### src/rtl/conv_phase_pkg.sv
package conv_phase_pkg;

   typedef enum logic [2:0] {
      PH_IDLE    = 3'd0,
      PH_INIT    = 3'd1,
      PH_XFER    = 3'd2,
      PH_FINAL   = 3'd3,
      PH_RESOLVE = 3'd4
   } phase_e;

   function automatic int max_total(input int init_t, input int xfer_t,
                                    input int base_t, input int sel_w,
                                    input int res_t, input int floor_t);
      int win;
      win = base_t << ((1 << sel_w) - 1);
      if (floor_t > win) win = floor_t;
      return init_t + xfer_t + win + res_t;
   endfunction

endpackage

### src/rtl/cps_cmd_latch.sv
module cps_cmd_latch #(
   parameter int SEL_W     = 2,
   parameter int CNT_W     = 6,
   parameter int BASE_T    = 2,
   parameter int BYP_MIN_T = 4,
   parameter int INIT_T    = 2,
   parameter int XFER_T    = 4,
   parameter int RES_T     = 10
) (
   input  logic             clk,
   input  logic             rst,
   input  logic             accept,
   input  logic             busy,
   input  logic [SEL_W-1:0] sel_in,
   input  logic             byp_in,
   output logic             byp_q,
   output logic [CNT_W-1:0] final_nxt,
   output logic [CNT_W-1:0] final_len,
   output logic [CNT_W-1:0] total
);
   localparam int NSEL = 1 << SEL_W;
   localparam logic [CNT_W-1:0] FRONT_LEN = CNT_W'(INIT_T + XFER_T);
   localparam logic [CNT_W-1:0] RES_LEN   = CNT_W'(RES_T);
   localparam logic [CNT_W-1:0] FLOOR_LEN = CNT_W'(BYP_MIN_T);

   logic [CNT_W-1:0] win_tab [NSEL];
   logic [CNT_W-1:0] win_raw;
   logic [CNT_W-1:0] win_byp;
   logic [CNT_W-1:0] front_nxt;

   for (genvar g = 0; g < NSEL; g++) begin : g_win
      assign win_tab[g] = CNT_W'(BASE_T << g);
   end

   assign win_raw = win_tab[sel_in];

   if (BYP_MIN_T > 0) begin : g_floor
      assign win_byp = (win_raw < FLOOR_LEN) ? FLOOR_LEN : win_raw;
   end else begin : g_nofloor
      assign win_byp = win_raw;
   end

   assign final_nxt = byp_in ? win_byp : win_raw;
   assign front_nxt = byp_in ? '0 : FRONT_LEN;

   always_ff @(posedge clk) begin
      if (rst) begin
         byp_q     <= 1'b0;
         final_len <= '0;
         total     <= '0;
      end else if (accept) begin
         byp_q     <= byp_in;
         final_len <= final_nxt;
         total     <= front_nxt + final_nxt + RES_LEN;
      end
   end

   // a bypassed conversion never runs a window below the floor
   assert_byp_floor_R5: assert property (@(posedge clk) disable iff (rst)
      (busy && byp_q) |-> (final_len >= FLOOR_LEN));

   // captured settings hold while a conversion runs
   assert_latch_hold_R8: assert property (@(posedge clk) disable iff (rst)
      (busy && !accept) |=> ($stable(byp_q) && $stable(final_len) && $stable(total)));

endmodule

### src/rtl/cps_phase_fsm.sv
module cps_phase_fsm
   import conv_phase_pkg::*;
#(
   parameter int CNT_W  = 6,
   parameter int INIT_T = 2,
   parameter int XFER_T = 4,
   parameter int RES_T  = 10
) (
   input  logic             clk,
   input  logic             rst,
   input  logic             tick,
   input  logic             start,
   input  logic             byp_in,
   input  logic [CNT_W-1:0] final_nxt,
   input  logic [CNT_W-1:0] final_len,
   output phase_e           phase,
   output logic             busy,
   output logic             accept,
   output logic             done
);
   localparam logic [CNT_W-1:0] INIT_LAST = CNT_W'(INIT_T - 1);
   localparam logic [CNT_W-1:0] XFER_LAST = CNT_W'(XFER_T - 1);
   localparam logic [CNT_W-1:0] RES_LAST  = CNT_W'(RES_T - 1);
   localparam logic [CNT_W-1:0] ONE       = CNT_W'(1);

   phase_e           phase_q;
   logic [CNT_W-1:0] cnt_q;
   logic             done_q;

   assign busy   = (phase_q != PH_IDLE);
   assign accept = start && !busy;
   assign phase  = phase_q;
   assign done   = done_q;

   always_ff @(posedge clk) begin
      if (rst) begin
         phase_q <= PH_IDLE;
         cnt_q   <= '0;
         done_q  <= 1'b0;
      end else begin
         done_q <= 1'b0;
         if (accept) begin
            if (byp_in) begin
               phase_q <= PH_FINAL;
               cnt_q   <= final_nxt - ONE;
            end else begin
               phase_q <= PH_INIT;
               cnt_q   <= INIT_LAST;
            end
         end else if (busy && tick) begin
            if (cnt_q != '0) begin
               cnt_q <= cnt_q - ONE;
            end else begin
               unique case (phase_q)
                  PH_INIT: begin
                     phase_q <= PH_XFER;
                     cnt_q   <= XFER_LAST;
                  end
                  PH_XFER: begin
                     phase_q <= PH_FINAL;
                     cnt_q   <= final_len - ONE;
                  end
                  PH_FINAL: begin
                     phase_q <= PH_RESOLVE;
                     cnt_q   <= RES_LAST;
                  end
                  PH_RESOLVE: begin
                     phase_q <= PH_IDLE;
                     cnt_q   <= '0;
                     done_q  <= 1'b1;
                  end
                  default: begin
                     phase_q <= PH_IDLE;
                     cnt_q   <= '0;
                  end
               endcase
            end
         end
      end
   end

   // no tick, no progress
   assert_tick_gate_R7: assert property (@(posedge clk) disable iff (rst)
      (busy && !tick) |=> ($stable(phase_q) && $stable(cnt_q)));

   // done lasts a single cycle
   assert_done_pulse_R6: assert property (@(posedge clk) disable iff (rst)
      done |=> !done);

   // done only follows the resolve phase
   assert_done_after_resolve_R6: assert property (@(posedge clk) disable iff (rst)
      done |-> ($past(phase_q) == PH_RESOLVE));

   // a bypassed start lands directly in the final window
   assert_bypass_entry_R4: assert property (@(posedge clk) disable iff (rst)
      (accept && byp_in) |=> (phase_q == PH_FINAL));

endmodule

### src/rtl/cps_phase_out.sv
module cps_phase_out
   import conv_phase_pkg::*;
(
   input  phase_e phase,
   output logic   f_init,
   output logic   f_xfer,
   output logic   f_final,
   output logic   f_resolve
);
   always_comb begin
      f_init    = (phase == PH_INIT);
      f_xfer    = (phase == PH_XFER);
      f_final   = (phase == PH_FINAL);
      f_resolve = (phase == PH_RESOLVE);
   end
endmodule

### src/rtl/conv_phase_seq.sv
module conv_phase_seq
   import conv_phase_pkg::*;
#(
   parameter int SEL_W     = 2,
   parameter int BASE_T    = 2,
   parameter int BYP_MIN_T = 4,
   parameter int INIT_T    = 2,
   parameter int XFER_T    = 4,
   parameter int RES_T     = 10,
   localparam int CNT_W    = $clog2(max_total(INIT_T, XFER_T, BASE_T, SEL_W, RES_T, BYP_MIN_T) + 1)
) (
   input  logic             clk,
   input  logic             rst,
   input  logic             qclk_en,
   input  logic             start,
   input  logic [SEL_W-1:0] samp_sel,
   input  logic             byp,
   output logic             ph_init,
   output logic             ph_xfer,
   output logic             ph_final,
   output logic             ph_resolve,
   output logic             done,
   output logic [CNT_W-1:0] total_cycles
);
   if (INIT_T < 1 || XFER_T < 1 || RES_T < 1 || BASE_T < 1) begin : g_bad_len
      $error("conv_phase_seq: every phase length must be at least one tick");
   end
   if (SEL_W < 1 || SEL_W > 4) begin : g_bad_sel
      $error("conv_phase_seq: SEL_W out of supported range");
   end

   phase_e           phase;
   logic             busy;
   logic             accept;
   logic             byp_q;
   logic [CNT_W-1:0] final_nxt;
   logic [CNT_W-1:0] final_len;

   cps_cmd_latch #(
      .SEL_W(SEL_W), .CNT_W(CNT_W), .BASE_T(BASE_T), .BYP_MIN_T(BYP_MIN_T),
      .INIT_T(INIT_T), .XFER_T(XFER_T), .RES_T(RES_T)
   ) u_cmd (
      .clk(clk), .rst(rst), .accept(accept), .busy(busy),
      .sel_in(samp_sel), .byp_in(byp),
      .byp_q(byp_q), .final_nxt(final_nxt), .final_len(final_len),
      .total(total_cycles)
   );

   cps_phase_fsm #(
      .CNT_W(CNT_W), .INIT_T(INIT_T), .XFER_T(XFER_T), .RES_T(RES_T)
   ) u_fsm (
      .clk(clk), .rst(rst), .tick(qclk_en), .start(start), .byp_in(byp),
      .final_nxt(final_nxt), .final_len(final_len),
      .phase(phase), .busy(busy), .accept(accept), .done(done)
   );

   cps_phase_out u_out (
      .phase(phase), .f_init(ph_init), .f_xfer(ph_xfer),
      .f_final(ph_final), .f_resolve(ph_resolve)
   );

   // never more than one phase flag
   assert_phase_onehot_R3: assert property (@(posedge clk) disable iff (rst)
      $onehot0({ph_init, ph_xfer, ph_final, ph_resolve}));

   // a bypassed conversion shows no front phases
   assert_bypass_skip_R4: assert property (@(posedge clk) disable iff (rst)
      (byp_q && busy) |-> (!ph_init && !ph_xfer));

   // the reported length holds while the conversion runs
   assert_total_stable_R9: assert property (@(posedge clk) disable iff (rst)
      (busy && $past(busy)) |-> $stable(total_cycles));

endmodule

### config.mk
export PLATFORM = sky130hd
export DESIGN_NAME = conv_phase_seq
export DESIGN_NICKNAME = d
export VERILOG_FILES = /design/src/rtl/conv_phase_pkg.sv /design/src/rtl/cps_cmd_latch.sv /design/src/rtl/cps_phase_fsm.sv /design/src/rtl/cps_phase_out.sv /design/src/rtl/conv_phase_seq.sv
export SDC_FILE = /design/constraint.sdc
export NUM_CORES = 1
export LEC_CHECK = 0
export CAP_MARGIN = 20
export CELL_PAD_IN_SITES_DETAIL_PLACEMENT = 0
export CELL_PAD_IN_SITES_GLOBAL_PLACEMENT = 2
export CORE_MARGIN = 5
export CORE_UTILIZATION = 31
export CTS_CLUSTER_SIZE = 28
export DETAILED_ROUTE_END_ITERATION = 8
export GPL_ROUTABILITY_DRIVEN = 0
export PLACE_DENSITY = 0.79
export SLEW_MARGIN = 20
export SYNTH_ARGS = -nofsm -noshare
export SYNTH_HDL_FRONTEND = slang
export SYNTH_SLANG_ARGS = --single-unit
### constraint.sdc
create_clock -name clk -period 2.5 [get_ports clk]
set_input_delay 0.375 -clock clk [delete_from_list [all_inputs] [get_ports clk]]
set_output_delay 0.375 -clock clk [all_outputs]
set_load 0.01 [all_outputs]
==> flow_metrics.env <==
export IMPL_synth_common_cells="19 x dfxtp_1, 17 x a21oi_1, 15 x nor2_1"
export IMPL_grt_pass1_wl_mm=5.23
export IMPL_cp_end_kind="primary output"
export IMPL_yosys_warnings=0
export IMPL_place_inst=218
export IMPL_tightestPinTransition_ps=555
export IMPL_initialDrtViolationCount=63
export IMPL_nFillCells=401
export IMPL_dieHeight_um=73.5
export IMPL_synth_edff_count=0
export IMPL_h_tree_depth=1
export IMPL_vias_per_cell=5.07
export IMPL_post_cts_resized=0
export IMPL_synthTopCellsByArea="dfxtp_1 30%, ha_1 8.0%, a21oi_1 6.8%"
export IMPL_min_period_over_period_pct=88.5
export IMPL_holdCritPathClass="reg -> reg"
export IMPL_grt_overflow=0
export IMPL_slew_headroom_pct=62.9
export IMPL_yosysTopAreaCellShare_pct=30.4
export IMPL_yosysSeqAreaShare_pct=30.4
export IMPL_period_needed_ps=2210
export IMPL_rsz0062_at_grt="no"
export IMPL_synth_distinct_cells=44
export IMPL_cts_hold_buffers=0
export IMPL_io_buffers=16
export IMPL_yosysMostFrequentCell="dfxtp_1"
export IMPL_numCtsBuffers=3
export IMPL_worstPathMaxFanout=11
export IMPL_die_area_mm2=0.00541
export IMPL_setup_viol=0
export IMPL_syn_to_final_growth_pct=21.8
export IMPL_syn_area_per_cell_um2=8.12
export IMPL_cts_sinks=19
export IMPL_synth_async_sr_flop_share_pct=0
export IMPL_antenna_found_initial=0
export IMPL_ir_drop_mv=0.281
export IMPL_antenna_cells=0
export IMPL_postCtsSetupRepairBufs=0
export IMPL_drcViolationCount=0
export IMPL_synth_seq_cells=19
export IMPL_synth_top_cell_by_area="dfxtp_1"
export IMPL_cts_root_buf="clkbuf_8"
export IMPL_wl_per_cell_um=14.3
export IMPL_rrSetupSlack_ps=630
export IMPL_coreArea_mm2=0.00394
export IMPL_tns_ps=0
export IMPL_ios=18
export IMPL_clk_transition_reported_paths_ps=70
export IMPL_start_util_pct=31.7
export IMPL_first_pass_iters=4
export IMPL_synth_area_mm2=0.00125
export IMPL_fin_total_pwr_mw=1.25
export IMPL_skew_ps=1.98
export IMPL_die_w_um=73.5
export IMPL_drv_slew=0
export IMPL_fin_nets=189
export IMPL_maxCapViolCount=0
export IMPL_first_global_vias=1120
export IMPL_syn_inst=154
export IMPL_outcome="completed"
export IMPL_hpwl_mm=2.43
export IMPL_worstPathArrival_ps=1840
export IMPL_fin_cells=222
export IMPL_synth_nets=170
export IMPL_hold_viol_final=0
export IMPL_grt_max_degree=13
export IMPL_clk_latency_ps=260
export IMPL_grtUsageTotal_pct=12.4
export IMPL_drtAntennaViolNets=0
export IMPL_vias=1125
export IMPL_final_core_util_pct=38.7
export IMPL_fmax_mhz=452
export IMPL_cts_tree="yes"
export IMPL_power_density_mw_per_mm2=819
export IMPL_drive_above_1_share_pct=11.0
export IMPL_cts_buffer_depth=2
export IMPL_synth_main_ff_cell="dfxtp_1"
export IMPL_path_class="reg -> out"
export IMPL_rows=23
export IMPL_start_kind="flop"
export IMPL_p_leak_nw=0.559
export IMPL_required_ps=2120
export IMPL_finalWirelength_mm=3.17
## power by group
part | switching (mW) | leakage (nW) | internal [mW] | total, mW
clock | 0.108 | 0.0255 | 0.111 | 0.218
sequential | 0.0793 | 0.156 | 0.356 | 0.435
combinational | 0.316 | 0.377 | 0.279 | 0.595
## through the flow
stage | hold WS [ps] | cell area, µm² | worst slack (ps)
finish | 457 | 1520 | 288
detailed placement | 450 | 1480 | 134
floorplan | 459 | 1250 | 523
CTS | 461 | 1520 | 289
global route | 505 | 1520 | 195
global placement | 444 | 1480 | 196
## cell type report
class	count	area (µm²)	area share [%]
inverter	11	41.3	2.71
clock inverter	1	5.00	0.328
timing repair buffer	24	220	14.4
clock buffer	3	41.3	2.71
tap	50	62.6	4.11
sequential	19	380	25.0
multi-input combinational	114	773	50.7
## layout by cell type (no fill, tap or decap), types with 2 or more instances in the layout
cell type        netlist  routed
nor3_1                 6       6
inv_1                 11      11
buf_4                  4       8
clkbuf_8               0       3
nand2_1               14      14
a211oi_1               3       3
clkdlybuf4s50_1        0      16
a31oi_1                3       3
nor3b_1                3       3
xor2_1                 2       2
nor2_1                15      15
o22ai_1                2       2
nand2b_1               4       4
o211ai_1               2       2
o21ai_0                4       4
nand3_1                3       3
xnor2_1                3       3
a21oi_1               17      17
nor2_4                 2       2
ha_1                   8       8
dfxtp_1               19      19
## routing by layer
metal | wire (µm) | vias to the layer above | global-route usage [%]
li1 | - | 581 | -
met1 | 1560 | 516 | 16.5
met2 | 1400 | 23 | 19.5
met3 | 167 | 5 | 3.01
met4 | 45 | 0 | 4.63
met5 | 0 | - | 0
## path summary, 6_finish.rpt
check | depth (start not counted) | end | startpoint
worst min-delay path | 2 | u_cmd.total[2] | u_cmd.total[2]
worst min register to register | 2 | u_cmd.total[2] | u_cmd.total[2]
worst max register to register | 6 | u_fsm.cnt_q[5] | u_fsm.cnt_q[0]
worst max-delay path | 3 | ph_xfer | u_fsm.phase[1]
## flip-flops by register name (all words and copies together) (netlist names)
signal,cells
u_cmd.final_len,4
u_cmd.total,5
u_fsm.cnt_q,6
u_fsm.done,1
u_fsm.phase,3
## cells by family (layout without fill, tap and decap cells)
group / after synthesis / after routing / share of synthesized area, %
AOI/OAI and AO/OA: 43 / 43 / 23.2
xor gates and xnor gates: 5 / 5 / 3.50
adders and majority gates: 9 / 9 / 9.60
buffers and inverters: 21 / 39 / 7.80
DFF: 19 / 19 / 30.4
other: 1 / 1 / 0.300
and+or+nand+nor: 56 / 56 / 25.2
## critical path, stage by stage (launching register included)
cell and delay, ps:
dfxtp_1 590, nand2b_1 240, nor2_4 180, clkdlybuf4s50_1 560
(Power assumes the default switching activity.)
